===== src/rtl/spiclk_pkg.sv =====
package spiclk_pkg;

  typedef enum logic [1:0] {
    EDGE_NONE  = 2'd0,
    EDGE_LEAD  = 2'd1,
    EDGE_TRAIL = 2'd2
  } sclk_edge_e;

  typedef struct packed {
    logic cpol;
    logic cpha;
  } spi_mode_t;

  // sampling edge: leading edge for phase 0, trailing edge for phase 1
  function automatic logic samples_on(input spi_mode_t m, input sclk_edge_e e);
    return (e == EDGE_LEAD && !m.cpha) || (e == EDGE_TRAIL && m.cpha);
  endfunction

  // shifting uses the edge opposite to the sampling edge
  function automatic logic shifts_on(input spi_mode_t m, input sclk_edge_e e);
    return (e == EDGE_TRAIL && !m.cpha) || (e == EDGE_LEAD && m.cpha);
  endfunction

endpackage


===== src/rtl/spiclk_prescaler.sv =====
module spiclk_prescaler #(
  parameter int SCALE_W = 4
) (
  input  logic               clk,
  input  logic               rst_n,
  input  logic               run,
  input  logic [SCALE_W-1:0] scale,
  output logic               tick
);
  localparam int PRE_W = (1 << SCALE_W) - 1;

  logic [PRE_W-1:0] pre_q;

  // last count value of a step: 2^s - 1, built as a thermometer mask
  function automatic logic [PRE_W-1:0] wrap_value(input logic [SCALE_W-1:0] s);
    logic [PRE_W-1:0] m;
    for (int i = 0; i < PRE_W; i++) m[i] = (i < int'(s));
    return m;
  endfunction

  assign tick = run && (pre_q >= wrap_value(scale));

  always_ff @(posedge clk or negedge rst_n) begin
    if (!rst_n)          pre_q <= '0;
    else if (!run||tick) pre_q <= '0;
    else                 pre_q <= pre_q + PRE_W'(1);
  end

  AST_PRE_CLEAR_IDLE: assert property (@(posedge clk) disable iff (!rst_n)
    !run |=> (pre_q == '0));

  AST_PRE_IN_RANGE: assert property (@(posedge clk) disable iff (!rst_n)
    run && $past(run) && $stable(scale) |-> (pre_q <= wrap_value(scale)));

endmodule


===== src/rtl/spiclk_phase.sv =====
module spiclk_phase
  import spiclk_pkg::*;
#(
  parameter int COUNT_W = 8
) (
  input  logic               clk,
  input  logic               rst_n,
  input  logic               run,
  input  logic               tick,
  input  logic [COUNT_W-1:0] lo_count,
  input  logic [COUNT_W-1:0] hi_count,
  output logic               level,
  output sclk_edge_e         edge_kind
);
  logic [COUNT_W-1:0] cnt_q;
  logic               lvl_q;
  logic               expire;

  function automatic logic [COUNT_W-1:0] phase_limit(input logic l,
      input logic [COUNT_W-1:0] lo, input logic [COUNT_W-1:0] hi);
    return l ? hi : lo;
  endfunction

  function automatic logic phase_expires(input logic [COUNT_W-1:0] c,
                                         input logic [COUNT_W-1:0] lim);
    return ({1'b0, c} + {{COUNT_W{1'b0}}, 1'b1}) >= {1'b0, lim};
  endfunction

  assign expire = tick && phase_expires(cnt_q, phase_limit(lvl_q, lo_count, hi_count));

  always_comb begin
    if (!expire)    edge_kind = EDGE_NONE;
    else if (lvl_q) edge_kind = EDGE_TRAIL;
    else            edge_kind = EDGE_LEAD;
  end

  always_ff @(posedge clk or negedge rst_n) begin
    if (!rst_n) begin
      cnt_q <= '0;
      lvl_q <= 1'b0;
    end else if (!run) begin
      cnt_q <= '0;
      lvl_q <= 1'b0;
    end else if (tick) begin
      if (expire) begin
        cnt_q <= '0;
        lvl_q <= ~lvl_q;
      end else begin
        cnt_q <= cnt_q + COUNT_W'(1);
      end
    end
  end

  assign level = lvl_q;

  AST_IDLE_PHASE: assert property (@(posedge clk) disable iff (!rst_n)
    !run |=> (!lvl_q && cnt_q == '0));

  AST_CNT_BELOW_LIMIT: assert property (@(posedge clk) disable iff (!rst_n)
    run && $past(run) && $stable(lo_count) && $stable(hi_count)
      |-> (cnt_q < phase_limit(lvl_q, lo_count, hi_count)));

  AST_LVL_ONLY_ON_EDGE: assert property (@(posedge clk) disable iff (!rst_n)
    run && $past(run) && (lvl_q != $past(lvl_q)) |-> ($past(edge_kind) != EDGE_NONE));

endmodule


===== src/rtl/spiclk_strobe.sv =====
module spiclk_strobe
  import spiclk_pkg::*;
(
  input  logic       clk,
  input  logic       rst_n,
  input  logic       run,
  input  sclk_edge_e edge_kind,
  input  spi_mode_t  mode,
  output logic       sample_stb,
  output logic       shift_stb
);
  always_ff @(posedge clk or negedge rst_n) begin
    if (!rst_n) begin
      sample_stb <= 1'b0;
      shift_stb  <= 1'b0;
    end else if (!run) begin
      sample_stb <= 1'b0;
      shift_stb  <= 1'b0;
    end else begin
      sample_stb <= samples_on(mode, edge_kind);
      shift_stb  <= shifts_on(mode, edge_kind);
    end
  end

  AST_STB_EXCLUSIVE: assert property (@(posedge clk) disable iff (!rst_n)
    !(sample_stb && shift_stb));

  AST_SAMPLE_ONE_CYCLE: assert property (@(posedge clk) disable iff (!rst_n)
    sample_stb |=> !sample_stb);

  AST_STB_FROM_EDGE: assert property (@(posedge clk) disable iff (!rst_n)
    (sample_stb || shift_stb) |-> ($past(edge_kind) != EDGE_NONE));

endmodule


===== src/rtl/spiclk_gen.sv =====
module spiclk_gen
  import spiclk_pkg::*;
#(
  parameter int SCALE_W = 4,
  parameter int COUNT_W = 8
) (
  input  logic               clk,
  input  logic               rst_n,
  input  logic               enable,
  input  logic [SCALE_W-1:0] scale,
  input  logic [COUNT_W-1:0] lo_count,
  input  logic [COUNT_W-1:0] hi_count,
  input  logic               cpol,
  input  logic               cpha,
  output logic               sclk,
  output logic               sample_stb,
  output logic               shift_stb
);
  logic       run;
  logic       tick;
  logic       raw_level;
  sclk_edge_e edge_kind;
  spi_mode_t  mode;

  assign run  = enable && (lo_count != '0) && (hi_count != '0);
  assign mode = '{cpol: cpol, cpha: cpha};

  spiclk_prescaler #(.SCALE_W(SCALE_W)) u_pre (
    .clk   (clk),
    .rst_n (rst_n),
    .run   (run),
    .scale (scale),
    .tick  (tick)
  );

  spiclk_phase #(.COUNT_W(COUNT_W)) u_phase (
    .clk       (clk),
    .rst_n     (rst_n),
    .run       (run),
    .tick      (tick),
    .lo_count  (lo_count),
    .hi_count  (hi_count),
    .level     (raw_level),
    .edge_kind (edge_kind)
  );

  spiclk_strobe u_stb (
    .clk        (clk),
    .rst_n      (rst_n),
    .run        (run),
    .edge_kind  (edge_kind),
    .mode       (mode),
    .sample_stb (sample_stb),
    .shift_stb  (shift_stb)
  );

  // polarity applied last so both levels share one counting path
  assign sclk = raw_level ^ cpol;

  AST_SCLK_IDLE: assert property (@(posedge clk) disable iff (!rst_n)
    !run |=> (sclk == cpol));

  AST_STB_ON_SCLK_CHANGE: assert property (@(posedge clk) disable iff (!rst_n)
    $stable(cpol) && (sample_stb || shift_stb) |-> (sclk != $past(sclk)));

endmodule


===== config.mk =====
export PLATFORM = sky130hd
export DESIGN_NAME = spiclk_gen
export DESIGN_NICKNAME = d
export VERILOG_FILES = /design/src/rtl/spiclk_pkg.sv /design/src/rtl/spiclk_prescaler.sv /design/src/rtl/spiclk_phase.sv /design/src/rtl/spiclk_strobe.sv /design/src/rtl/spiclk_gen.sv
export SDC_FILE = /design/constraint.sdc
export NUM_CORES = 1
export LEC_CHECK = 0
export BUFFER_PORTS_ARGS = -buffer_cell sky130_fd_sc_hd__buf_2
export CAP_MARGIN = 20
export CELL_PAD_IN_SITES_DETAIL_PLACEMENT = 0
export CELL_PAD_IN_SITES_GLOBAL_PLACEMENT = 2
export CORE_MARGIN = 8
export CORE_UTILIZATION = 23
export CTS_CLUSTER_DIAMETER = 200
export DETAILED_ROUTE_END_ITERATION = 10
export HOLD_SLACK_MARGIN = 0.05
export PLACE_DENSITY_LB_ADDON = 0.1
export SLEW_MARGIN = 20
export SYNTH_ARGS = -nofsm -noshare
export SYNTH_HDL_FRONTEND = slang
export SYNTH_SLANG_ARGS = --single-unit

===== constraint.sdc =====
create_clock -name clk -period 6.24 [get_ports clk]
set_clock_uncertainty 0.15 [all_clocks]
set_input_delay 0.936 -clock clk [delete_from_list [all_inputs] [get_ports clk]]
set_output_delay 0.936 -clock clk [all_outputs]
set_load 0.01 [all_outputs]

**After elaboration in Yosys (flattened, before gate mapping)**

Cells that the tools add are included.

- Output and inout port bits: 3
- Bits of input ports: 25
- Word-level logic and storage cells: 59
- Register bits after elaboration: 26

- Eq/ne operators: 4
- $add $sub $neg: 3
- Multiplexer cells: 12
- $lt $le $gt $ge: 17
- Reductions and logical operators: 16
- Bitwise operators: 2

Operators with widths:

| cell | count |
|---|---|
| $mux W8 | 4 |
| $lt A4 B4 Y1 const A | 7 |
| $lt A3 B4 Y1 const A | 4 |
| $reduce_bool A8 Y1 | 2 |
| $add A15 B1 Y15 const B | 1 |
| $ge A15 B15 Y1 | 1 |
| $mux W15 | 1 |
| $add A8 B1 Y9 const B | 1 |
| $ge A9 B8 Y1 | 1 |
| $add A8 B1 Y8 const B | 1 |
| $logic_and A1 B1 Y1 | 8 |
| $lt A1 B4 Y1 const A | 2 |
| $lt A2 B4 Y1 const A | 2 |
| $mux W1 | 5 |
| $mux W2 | 2 |
| $ne A2 B2 Y1 const B | 2 |
| $logic_or A1 B1 Y1 | 3 |
| $eq A2 B1 Y1 const B | 1 |
| $eq A2 B2 Y1 const B | 1 |
| $logic_not A1 Y1 | 2 |
| $reduce_and A2 Y1 | 1 |
| $not A1 Y1 | 1 |
| $xor A1 B1 Y1 | 1 |

**Depth between registers and ports, before layout**

- Depth in word-level cells: 10
- Mapped depth: 12
- Gate-level depth less buffers: 11

**Hierarchy**

A second synthesis with hierarchy kept.

- Cells, all modules: 243
- Area, all modules: 2,225.9 µm²

By module, submodules not included:

| module | sequential area each (µm²) | area each (µm²) | cells an instance | instances |
|---|---|---|---|---|
| spiclk_prescaler | 375.4 | 1,189.9 | 131 | 1 |
| spiclk_phase | 225.2 | 903.4 | 97 | 1 |
| spiclk_strobe | 50.0 | 86.3 | 8 | 1 |
| spiclk_gen | 0.0 | 46.3 | 7 | 1 |

**Worst setup path before layout**

No wires, ideal clock.

- Path type: input to register
- Start point: input scale[1]
- End point: register u_phase.cnt_q[5]
- Cell stages on the path: 9
- Required time: 5,968 ps
- Arrival: 3,115 ps
- Buffers on the path: 1
- Setup slack: 2,854 ps
- Library setup time: 122 ps
- Path through: clkbuf_1 or2_2 o21ai_0 ha_1 a21o_1 a221o_1 a221o_1 o211a_1 a32o_1

- Longest elaborated chain between the ends: 7
- Elaborated cells between the ends (all ways): 22
- Classes of those cells: order compare: 16; eq/ne: 1; mux: 3; reduce/logical: 2

Ends and longest elaborated chain:

| what | RTL line | source |
|---|---|---|
| start, declared | spiclk_gen.sv:10 | `input logic [SCALE_W-1:0] scale,` |
| $lt A1 B4 Y1, or another cell as far along | spiclk_prescaler.sv:17 | `for (int i = 0; i < PRE_W; i++) m[i] = (i < int'(s));` |
| $ge A15 B15 Y1 * | spiclk_prescaler.sv:21 | `assign tick = run && (pre_q >= wrap_value(scale));` |
| $logic_and A1 B1 Y1 * | spiclk_prescaler.sv:21 |  |
| $logic_and A1 B1 Y1 | spiclk_phase.sv:29 | `assign expire = tick && phase_expires(cnt_q, phase_limit(lvl_q, lo_count, hi_count));` |
| $mux W8 | spiclk_phase.sv:45 | `if (expire) begin` |
| $mux W8 | spiclk_phase.sv:44 | `end else if (tick) begin` |
| $mux W8 | spiclk_phase.sv:41 | `end else if (!run) begin` |
| end signal, assigned | spiclk_phase.sv:49 | `cnt_q <= cnt_q + COUNT_W'(1);` |
| end, declared | spiclk_phase.sv:15 | `logic [COUNT_W-1:0] cnt_q;` |

Every way passes the cells marked *; elsewhere a longest branch is shown, timed or not. The select of a mux whose other input is x is not followed.
A chain may end at the register's enable or synchronous reset.

**Final worst setup path**

- Start point: input scale[1]
- End point: register u_phase.cnt_q[2]

The elaborated chain is that of the path after synthesis.

==> results.md <==
* Final nets at 294
* Lkg Pwr at 1.08 nW
* CTS tree: done
* Clk root buf: clkbuf_8
* Hold endpoint: u_pre.pre_q[0]$_DFF_PN0_
* Avg Inst Size Synth at 9.17 um^2
* Final setup viols at 0
* Crit Path Class: in2reg
* IO Port Bufs at 27
* Final Non-Filler Cells at 352
* Row count at 34
* TritonCTS buffer count at 3
* Die Area at 12000 um^2
* Core area at 8640 um^2
* Req. time, crit path at 6250 ps
* Number of vias per cell at 4.66
* DR iter-0 viols at 46
* EDFF count, synth at 0
* Overflow after GRT at 0
* Share of the synthesized area in the top cell type at 0.322
* Routed Antenna Nets at 0
* CTS Hold Bufs at 0
* Post-CTS setup buffers at 0
* R2R depth at 11
* Reg-to-reg startpoint: u_phase.cnt_q[0]$_DFFE_PN0N_
* Worst-path clk slew at 90 ps
* CTS sink cnt at 26
* Hold path cells at 1
* Crit path DAT at 3280 ps
* Total of max-cap violations at 0
* Gr usage total at 0.0929
* Yosys warnings at 0
* Mapped Nets at 269
* Minimum clock period at 3270 ps
* RSZ-0062 raised after global routing: false
* CP startpoint kind: primary input
* Die X at 110 um
* Post-Syn Area at 2020 um^2
* Drt first pass iters at 3
* Initial Util at 0.234
* Most numerous cell in the Yosys netlist: dfrtp_1
* Vias post-DR at 1639
* Slew headroom at 0.578
* Avg WL per Cell at 14.9 um
* Mapped Cells at 220
* Fin. Hold Viols at 0
* Post-route DRC at 0
* Max-slew violation count at 0
* Part of the Yosys area used for sequential elements at 0.322
* Initial antenna violation count at 0
* DP HPWL at 4.12 mm
* Total wire length at 5.23 mm
* First-pass GRT wire length at 8.94 mm
* #FFs+latches synth at 26
* Share of layout cells above drive strength 1 at 0.172
* Worst-Margin Slew at 633 ps
* Post-cts resize count at 0
* Pin count of the biggest net entering global routing at 27
* Peak Freq at 306 MHz
* H-tree depth at 1
* Outcome: complete, no violations
* Dpl cells at 348
* Setup TNS at 0 ps
* Ys async rst share at 1.00
* Most frequent cells after synthesis: 26 x dfrtp_1, 24 x ha_1, 22 x nor2_1, 18 x nand3_1, 15 x nand2_1
* Filler cells at 934
* Area grow syn2layout at 15.3%
* Period utilization at 0.524
* Clock Path Buffers at 2
* Worst Setup End Kind: register
* Top area cells in the synthesized netlist: dfrtp_1 32%, ha_1 15%, xor2_1 4.8%
* Worst hold slack at 409 ps
* Final GP Congestion at 0.708
* Peak supply drop at 0.0808 mV
* Pwr Density at 154 nW/um^2
* Vias in the first global route at 1759
* Ports at 28
* Worst R2R End: u_phase.cnt_q[5]$_DFFE_PN0N_
* Synth area leader: dfrtp_1
* Worst reg-to-reg setup slack at 2980 ps
* Cell variety after synth at 44
* Worst hold start: u_pre.pre_q[0]$_DFF_PN0_
* Clk_lat worst skew at 280 ps
* Worst-path maximum fanout at 9
* HP Class: reg2reg
* Antenna diode count at 0
* Die Ht at 110 um
* Most used flip-flop cell after synthesis: dfrtp_1
[stage by stage]
| stage | total power [mW] | instance area, um^2 | utilization | setup slack, ps |
|---|---|---|---|---|
| finish | 0.358 | 2330 | 0.269 | 2970 |
| global route | 0.380 | 2330 | 0.269 | 2680 |
| CTS | 0.367 | 2330 | 0.269 | 2950 |
| detailed placement | 0.220 | 2250 | 0.261 | 2660 |
| global placement | 0.221 | 2250 | 0.261 | 2670 |
| floorplan | 0.198 | 2020 | - | 2850 |
[report_power, final]
part	internal, mW	switching, mW	leakage [nW]	total (mW)
sequential	0.170	0.00287	0.361	0.173
clock	0.0859	0.0566	0.0357	0.142
combinational	0.0171	0.0255	0.679	0.0425
[metal layers]
layer	GRT usage	share of wire	vias to the layer above
li1	-	-	860
met4	0.0116	0.0036	0
met1	0.133	0.53	769
met3	0.0193	0.020	2
met5	0	0	-
met2	0.143	0.44	8
[critical path: stages]
cell	delay (ps)
buf_2	150
or2_2	330
o21ai_0	170
ha_1	270
a21o_1	180
a221o_1	310
a221o_1	370
o211a_1	320
a32o_1	240
[worst max-delay path by stage]
stage                            startpoint                            to  slack, ps  cells past startpoint
3_3_place_gp                       scale[1]  u_phase.cnt_q[0]$_DFFE_PN0N_       2670                     10
6_report                           scale[1]  u_phase.cnt_q[2]$_DFFE_PN0N_       2970                      9
3_5_place_dp                       scale[1]  u_phase.cnt_q[2]$_DFFE_PN0N_       2660                      9
5_1_grt        u_phase.cnt_q[0]$_DFFE_PN0N_     u_phase.level$_DFFE_PN0P_       2680                     11
2_1_floorplan                      scale[1]  u_phase.cnt_q[5]$_DFFE_PN0N_       2850                      9
4_1_cts        u_phase.cnt_q[0]$_DFFE_PN0N_  u_phase.cnt_q[5]$_DFFE_PN0N_       2950                     11
[kinds of logic (layout without fill, tap and decap cells)]
kind of cell	count (synthesis)	count (layout)	share of synthesized area
buf+inv	9	33	0.0205
xor+xnor	21	21	0.0911
simple gates	93	93	0.241
fa+ha+maj	24	24	0.149
mux	9	9	0.0453
flops	26	26	0.322
compound gates	38	38	0.131
[cells in the final DEF (no fill, tap or decap), types with 2 or more instances in the layout]
cell type  Yosys  routed
and3_2         2       2
a21oi_1       10      10
nand3_1       18      18
inv_1          2       2
ha_1          24      24
buf_2          0      27
clkbuf_8       0       3
mux2i_1        8       8
a221oi_1       2       2
and3_1         9       9
nor4_1         5       5
a32o_1         4       4
a21o_1         3       3
a221o_1        2       2
xnor2_1       10      10
xor2_1        11      11
nand4_1        3       3
o21ai_0        9       9
nor2_1        22      22
nor3_1         6       6
nand2_1       15      15
dfrtp_1       26      26
a211oi_1       2       2
[flip-flops by register name, indices dropped and copies added (netlist names)]
signal / flops
u_pre.pre_q: 15
u_phase.cnt_q: 8
u_phase.level: 1
u_stb.sample_stb: 1
u_stb.shift_stb: 1
[layout make-up]
type | instances | area [um^2] | share of cell area
multi-input cells | 185 | 1330 | 0.570
flip-flops and latches | 26 | 651 | 0.280
repair buffers | 27 | 135 | 0.0581
well taps | 108 | 135 | 0.0581
clock buffers | 3 | 41.3 | 0.0178
clock inverters | 1 | 30.0 | 0.0129
inverters | 2 | 7.51 | 0.00323
Note: power is estimated with default switching activity, not from simulation.
